## config.mk

```make
export PLATFORM = sky130hd
export DESIGN_NAME = uart_fifo_ctrl
export DESIGN_NICKNAME = d
export VERILOG_FILES = /design/src/rtl/uart_fifo_pkg.sv /design/src/rtl/uart_byte_fifo.sv /design/src/rtl/uart_fifo_ctrl.sv
export SDC_FILE = /design/constraint.sdc
export NUM_CORES = 1
export LEC_CHECK = 0
export BUFFER_PORTS_ARGS = -buffer_cell sky130_fd_sc_hd__buf_2
export CAP_MARGIN = 20
export CELL_PAD_IN_SITES_DETAIL_PLACEMENT = 1
export CELL_PAD_IN_SITES_GLOBAL_PLACEMENT = 1
export CORE_ASPECT_RATIO = 1.2
export CORE_MARGIN = 10
export CORE_UTILIZATION = 56
export CTS_CLUSTER_DIAMETER = 60
export DETAILED_ROUTE_END_ITERATION = 7
export HOLD_SLACK_MARGIN = 0.06
export PLACE_DENSITY_LB_ADDON = 0.12
export SLEW_MARGIN = 20
export SYNTH_ARGS = -nofsm -noshare
export SYNTH_HDL_FRONTEND = slang
export SYNTH_SLANG_ARGS = --single-unit
```

## constraint.sdc

```tcl
create_clock -name clk -period 10.15 [get_ports clk]
set_clock_uncertainty 0.1 [all_clocks]
set_input_delay 0.5075 -clock clk [delete_from_list [all_inputs] [get_ports clk]]
set_output_delay 0.5075 -clock clk [all_outputs]
set_load 0.005 [all_outputs]
```

## src/rtl/uart_fifo_pkg.sv

```systemverilog
package uart_fifo_pkg;

  // Stored part of the control word
  typedef struct packed {
    logic [1:0] trig_sel;
    logic       dma_arm;
    logic       q_en;
  } fcfg_t;

  // Receive trigger threshold for each select code
  function automatic logic [7:0] trig_level(input logic [1:0] sel);
    case (sel)
      2'b00:   trig_level = 8'd1;
      2'b01:   trig_level = 8'd4;
      2'b10:   trig_level = 8'd8;
      default: trig_level = 8'd14;
    endcase
  endfunction

  // Layout of the control word as read back
  function automatic logic [7:0] cfg_pack(input fcfg_t c);
    cfg_pack = {c.trig_sel, 2'b00, c.dma_arm, 2'b00, c.q_en};
  endfunction

endpackage

```

## src/rtl/uart_byte_fifo.sv

```systemverilog
module uart_byte_fifo #(
  parameter int DEPTH = 16,
  parameter int DW    = 8,
  localparam int AW   = $clog2(DEPTH),
  localparam int CW   = $clog2(DEPTH + 1)
) (
  input  logic          clk,
  input  logic          rst_n,
  input  logic          flush,
  input  logic          cap_one,
  input  logic          push,
  input  logic [DW-1:0] din,
  input  logic          pop,
  output logic [DW-1:0] dout,
  output logic [CW-1:0] count,
  output logic          empty,
  output logic          full,
  output logic          drop
);

  logic [DW-1:0] mem [DEPTH];
  logic [AW-1:0] wptr, rptr;
  logic [CW-1:0] cap;
  logic          do_push, do_pop;

  function automatic logic [AW-1:0] ptr_next(input logic [AW-1:0] p);
    ptr_next = (p == AW'(DEPTH - 1)) ? '0 : p + AW'(1);
  endfunction

  assign cap     = cap_one ? CW'(1) : CW'(DEPTH);
  assign empty   = (count == '0);
  assign full    = (count >= cap);
  assign do_pop  = pop & ~empty & ~flush;
  assign do_push = push & ~flush & (~full | do_pop);
  assign drop    = push & ~flush & ~do_push;
  assign dout    = mem[rptr];

  always_ff @(posedge clk) begin
    if (do_push) mem[wptr] <= din;
  end

  always_ff @(posedge clk or negedge rst_n) begin
    if (!rst_n) begin
      wptr  <= '0;
      rptr  <= '0;
      count <= '0;
    end else if (flush) begin
      wptr  <= '0;
      rptr  <= '0;
      count <= '0;
    end else begin
      if (do_push) wptr <= ptr_next(wptr);
      if (do_pop)  rptr <= ptr_next(rptr);
      if (do_push && !do_pop)      count <= count + CW'(1);
      else if (do_pop && !do_push) count <= count - CW'(1);
    end
  end

endmodule

```

## src/rtl/uart_fifo_ctrl.sv

```systemverilog
module uart_fifo_ctrl
  import uart_fifo_pkg::*;
#(
  parameter int DEPTH = 16,
  localparam int CW   = $clog2(DEPTH + 1)
) (
  input  logic          clk,
  input  logic          rst_n,
  input  logic          cfg_we,
  input  logic [7:0]    cfg_wdata,
  output logic [7:0]    cfg_rdata,
  input  logic          rx_push,
  input  logic [7:0]    rx_din,
  input  logic          rx_pop,
  output logic [7:0]    rx_dout,
  output logic          rx_empty,
  output logic          rx_full,
  output logic [CW-1:0] rx_count,
  output logic          rx_trig,
  output logic          rx_dma_req,
  output logic          overrun,
  input  logic          ovr_clear,
  input  logic          tx_push,
  input  logic [7:0]    tx_din,
  input  logic          tx_pop,
  output logic [7:0]    tx_dout,
  output logic          tx_empty,
  output logic          tx_full
);

  fcfg_t         cfg_q;
  logic          en_q, dma_q;
  logic          en_flip;
  logic          rx_flush, tx_flush;
  logic          rx_drop, tx_drop;
  logic [CW-1:0] level;
  logic [CW-1:0] tx_count;

  assign en_q  = cfg_q.q_en;
  assign dma_q = cfg_q.dma_arm;

  // Named flush events: explicit flush bit or a change of the enable
  assign en_flip  = cfg_we & (cfg_wdata[0] != en_q);
  assign rx_flush = (cfg_we & cfg_wdata[1]) | en_flip;
  assign tx_flush = (cfg_we & cfg_wdata[2]) | en_flip;

  always_ff @(posedge clk or negedge rst_n) begin
    if (!rst_n) begin
      cfg_q <= '0;
    end else if (cfg_we) begin
      cfg_q.q_en     <= cfg_wdata[0];
      cfg_q.dma_arm  <= cfg_wdata[3];
      cfg_q.trig_sel <= cfg_wdata[7:6];
    end
  end

  assign cfg_rdata = cfg_pack(cfg_q);

  uart_byte_fifo #(.DEPTH(DEPTH), .DW(8)) rx_q_i (
    .clk(clk), .rst_n(rst_n), .flush(rx_flush), .cap_one(~en_q),
    .push(rx_push), .din(rx_din), .pop(rx_pop), .dout(rx_dout),
    .count(rx_count), .empty(rx_empty), .full(rx_full), .drop(rx_drop)
  );

  uart_byte_fifo #(.DEPTH(DEPTH), .DW(8)) tx_q_i (
    .clk(clk), .rst_n(rst_n), .flush(tx_flush), .cap_one(~en_q),
    .push(tx_push), .din(tx_din), .pop(tx_pop), .dout(tx_dout),
    .count(tx_count), .empty(tx_empty), .full(tx_full), .drop(tx_drop)
  );

  // Trigger threshold: selected level in queue mode, one byte in holding mode
  assign level      = en_q ? CW'(trig_level(cfg_q.trig_sel)) : CW'(1);
  assign rx_trig    = (rx_count >= level);
  assign rx_dma_req = rx_trig & en_q & dma_q;

  always_ff @(posedge clk or negedge rst_n) begin
    if (!rst_n)           overrun <= 1'b0;
    else if (rx_drop)     overrun <= 1'b1;
    else if (ovr_clear)   overrun <= 1'b0;
  end

endmodule

```

# [Word-level counts from Yosys, hierarchy flattened]
# Memories as Yosys holds them, arrays and structs flattened.
# Index checks and enable logic that the tools add are counted.
[totals] regBits=31 ramBits=256 input_bits=32 out_inout_bits=36 word_cells=100 mem_count=2
[op_classes] add_sub_neg=8 order_cmp=3 eq_ne=7 muxes=27 bitwise_logic=25 reduce_logical=18
[memory_table] memory="rx_q_i.mem" words=16 width=8 read_ports=1 rd_clocked_by_memory_dff=0 wr=1 line="uart_byte_fifo.sv:21" rtl="logic [DW-1:0] mem [DEPTH];"
[memory_table] memory="tx_q_i.mem" words=16 width=8 read_ports=1 rd_clocked_by_memory_dff=0 wr=1 line="uart_byte_fifo.sv:21"
[ops] operator="$mux 4" n=12
[ops] operator="$mux 5" n=8
[ops] operator="$add 4x1->4 const B" n=4
[ops] operator="$eq 4x4->1 const B" n=4
[ops] operator="$ge 5x5->1" n=3
[ops] operator="$and 1x1->1" n=14
[ops] operator="$pmux 4 s3" n=1
[ops] operator="$add 5x1->5 const B" n=2
[ops] operator="$logic_not 5->1" n=2
[ops] operator="$reduce_bool 2->1" n=5
[ops] operator="$sub 5x1->5 const B" n=2
[ops] operator="$not 1->1" n=7
[ops] operator="$mux 1" n=6
[ops] operator="$reduce_bool 3->1" n=2
[ops] operator="$logic_and 1x1->1" n=4
[ops] operator="$logic_not 1->1" n=4
[ops] operator="$or 1x1->1" n=4
[ops] operator="$eq 2x1->1 const B" n=1
[ops] operator="$eq 2x2->1 const B" n=1
[ops] operator="$logic_not 2->1" n=1
[ops] operator="$ne 1x1->1" n=1

# [Logic depth before layout (Yosys ltp)]
[logic_depth] word_depth=12 mapped_depth=13 mapped_depth_nobuf=12

# [Hierarchy]
# From an unflattened synthesis, not the netlist that was laid out.
[hier_totals] hier_cells=759 hier_area_um2=12285.5
[modules_own_cells] mod="uart_byte_fifo (tx_q_i)" instances=1 cells_per_inst=359 area_per_inst_um2=5979.5
[modules_own_cells] mod="uart_byte_fifo (rx_q_i)" instances=1 cells_per_inst=359 area_per_inst_um2=5930.7
[modules_own_cells] mod="uart_fifo_ctrl" instances=1 cells_per_inst=41 area_per_inst_um2=375.4

# [Worst setup path after synthesis]
# Ideal clock, no wire load.
[synth_path] path_type="flip-flop to flip-flop" from="register tx_q_i.count[0]" to="register tx_q_i.count[4]" setup_time_ns=0.067 arrival_ns=3.486 required_ns=9.983 path_slack_ns=6.496 path_stages_with_launch=14 n_path_buf=1 synth_period_minus_slack_ns=3.654 cell_sequence="dfrtp_1 > inv_1 > ha_1 > or3b_2 > o22ai_2 > o211a_1 > buf_2 > o21ai_0 > fa_1 > a21o_1 > a21o_1 > or3_1 > a211o_1 > nand2_1"
[synth_via] elab_chain_len=9 elab_cells_between_ends=18
[synth_rtl] element="start, declared" line="uart_byte_fifo.sv:15" rtl="output logic [CW-1:0] count,"
[synth_rtl] element="start signal, assigned" line="uart_byte_fifo.sv:54" rtl="if (do_push && !do_pop) count <= count + CW'(1);"
[synth_rtl] element="start signal, assigned" line="uart_byte_fifo.sv:55" rtl="else if (do_pop && !do_push) count <= count - CW'(1);"
[synth_rtl] element="parallel branches: the longest is 9 deep, another holds $ge 5x5->1"
# Several ways; the timed one is not identified. The select of a mux whose other input is x is not followed.
# A chain may end at the register's enable or synchronous reset.

# [Final worst setup path]
# Ends and elaborated chain as after synthesis.

==> impl_results.md <==
- ANT nets after route: 0
- Synth cell types: 55
- Critical Path RT: 10.52 ns
- Syn-to-layout area delta: 11.8%
- Clock root buffer: clkbuf_16
- Internal power: 0.00231 W
- Reg-to-Reg Start: tx_q_i.count[0]
- GP Congestion: 0.764
- Async SR Flop Fraction: 0.108
- Largest net degree at the start of global routing: 54
- H-tree depth: 1
- Startpoint Class: register
- Nets: 867
- Final Non-Filler Cells: 1103
- Final Setup Violations: 0
- DPL Wire Length: 18.4 mm
- # fillers: 1938
- Clock network fraction of total power: 0.321
- First-pass GRT wire length: 42.1 mm
- Share of cells above drive strength 1: 0.220
- Combinational Power Share: 0.231
- Sum Neg Setup Slack: 0 ns
- Core area: 21600 µm²
- CP startpoint: tx_q_i.count[0]
- Final WL: 26.6 mm
- Setup bufs post-CTS: 0
- 1st-iter DRT viols: 476
- Die height: 182 µm
- Tcrit/Tclk final: 0.405
- DR WL/cell: 24.1 µm
- Number of cells after detailed placement: 1049
- Initial antenna violation count: 0
- Synth Register Bits: 287
- CP max stage cell: dfrtp_1
- Mapped cell area: 12200 µm²
- R2r setup slk: 6.04 ns
- HP Start: ovr_clear
- Crit-path cells: inv_1, ha_1, or3b_2, o22ai_2, o211a_1, o21ai_0, fa_1, a21o_1, a21o_1, or3_1, a211o_1, nand2_1
- Total grt overflow: 0
- Net Sw Frac: 0.279
- Worst hold path type: input pin to register
- DR vias: 6720
- WS Path Type: register to register
- Syn_area_per_cell: 16.4 µm²
- Top Ports: 68
- Critical path endpoint: tx_q_i.count[4]
- CP Capture Type: register
- CP dominant cell by count: a21o_1
- Relative slew slack: 0.324
- Reg clk slew, reported paths: 0.06 ns
- Leak pwr: 4.77 nW
- Inserted Diodes: 0
- Most used DFF post-synth: edfxtp_1
- Worst skew pair latency: 0.54 ns
- Reg2Reg Capture Point: tx_q_i.count[4]
- RSZ-0062 raised after global routing: false
- Total power: 0.00321 W
- Starting Density: 0.566
- CP peak stage delay: 0.52 ns
- Router iterations before antenna repair: 4
- EDFF count, synth: 256
- Site Rows: 59
- Worst Max-Slew Pin Slew: 1.01 ns
- DRC viols: 0
- CTS tree: built
- Commonest non-fill, non-tap cell in the layout: edfxtp_1
- Worst EP arrival: 4.48 ns
- Final min period: 4.11 ns
- CTS sink cnt: 287
- Vias in the first global route: 7310
- Yosys warning count: 0
- Status: finished, final reports clean
- Die area: 28200 µm²
- Power Density: 234 nW/µm²
- Commonest non-fill, non-tap cells in the layout: 256 x edfxtp_1, 61 x buf_2, 55 x mux2i_1
- Synthesized instance count: 747
- WP buf/inv: 1
- R2R depth: 12
- VDD IR max: 0.186 mV
- Slew Viols, Final: 0
- Die width: 155 µm
- Cell family with most CP delay: compound AO/OA/AOI/OAI gates
- Sw power: 0.000893 W
- Port buffer count: 61
- Final core occ: 0.632
- Sequential group share of total power: 0.448
- Deepest clock path buffer count: 3
- GRT Total Usage: 0.188
- Hold Vio Cnt, Final: 0
- Worst Path Max Fanout: 9
- # resized after CTS: 0
- TritonCTS buffer count: 29
- CP Depth: 12
- Max-cap viol count: 0
- Via density: 6.09
- Peak Freq: 0.243 GHz
- Share of the yosys chip area belonging to registers: 0.692
-- sequential cells by signal, summed over array words and instances (netlist names), 2 cells and up --
name and cells:
rx_q_i.mem 128, tx_q_i.mem 128, rx_q_i.count 5, tx_q_i.count 5
rx_q_i.rptr 4, rx_q_i.wptr 4, tx_q_i.rptr 4, tx_q_i.wptr 4
cfg_rdata 2
-- power groups by stage --
stage | combinational (W) | sequential, W | clock (W)
2_1_floorplan | 0.000557 | 0.00142 | 0
3_3_place_gp | 0.000710 | 0.00146 | 0
3_5_place_dp | 0.000747 | 0.00146 | 0
4_1_cts | 0.000757 | 0.00144 | 0.00105
5_1_grt | 0.000828 | 0.00145 | 0.00110
6_report | 0.000740 | 0.00144 | 0.00103
-- metal layers --
metal  vias to the layer above  GRT usage  routed length (µm)
met5                         -          0                   0
met4                         0     0.0624                 787
met3                        44     0.0265                 882
met2                       134      0.347               14800
met1                      3489      0.216               10200
li1                       3053          -                   -
-- cell families after synthesis --
kind of cell | after synthesis | synth area share
AND/OR/NAND/NOR | 128 | 0.0516
adder cells (fa/ha/maj) | 28 | 0.0299
other | 1 | 0.000307
buffers and inverters | 55 | 0.0207
AO/OA/AOI/OAI | 131 | 0.0757
multiplexers | 110 | 0.125
flip-flops | 287 | 0.692
XOR/XNOR | 7 | 0.00501
-- Yosys cell counts (all sizes together) (4+ instances only) --
cell      n  share of area
nor2     24         0.0074
a22oi    16         0.0098
nor3     10         0.0041
nand4     4         0.0020
a221oi   16          0.011
nor2b     4         0.0020
xnor2     4         0.0029
a21oi    26          0.011
and2     10         0.0051
a21o      6         0.0037
nand2    47          0.014
edfxtp  256           0.63
ha       26          0.027
inv      12         0.0037
mux2     23          0.021
mux4     32          0.059
o31ai     4         0.0047
nand3     9         0.0037
clkbuf   18         0.0055
mux2i    55          0.045
and4      4         0.0029
dfrtp    31          0.063
o21ai    43          0.018
buf      25          0.011
and3      4         0.0020
-- area by class of cell --
class	count	area (µm²)	share of cell area
inverters	12	45.0	0.00329
clock buffers	38	801	0.0585
flip-flops and latches	287	8470	0.619
clock inverters	15	123	0.00897
multi-input cells	408	3530	0.258
repair buffers	69	368	0.0269
well taps	274	343	0.0251
-- through the flow --
stage          setup WS, ns  hold slack [ns]  instance area (µm²)
2_1_floorplan          6.50            0.112                12200
3_3_place_gp           6.19            0.403                12700
3_5_place_dp           6.08            0.420                12700
4_1_cts                6.02           0.0683                13700
5_1_grt                5.72           0.0991                13700
6_report               6.04           0.0813                13700
-- worst min path at each step --
stage	end	slack, ns	cells after the start
floorplan	cfg_rdata[6]	0.11	0
global placement	overrun	0.40	2
detailed placement	dma_q	0.42	1
CTS	overrun	0.07	2
global route	cfg_rdata[7]	0.1	2
finish	overrun	0.08	2
-- worst reg2reg max path, cell delays in order (launching register included) --
cell,delay [ns]
dfrtp_1,0.52
inv_1,0.13
ha_1,0.28
or3b_2,0.48
o22ai_2,0.25
o211a_1,0.35
o21ai_0,0.32
fa_1,0.51
a21o_1,0.21
a21o_1,0.19
or3_1,0.33
a211o_1,0.30
nand2_1,0.07
-- what timing repair did --
item | in CTS | in global routing
endpoints found under the hold margin | 31 | 0
hold buffers | 1 | 0
setup endpoints to repair | 0 | 0
Note: power is estimated with default switching activity, not from simulation.
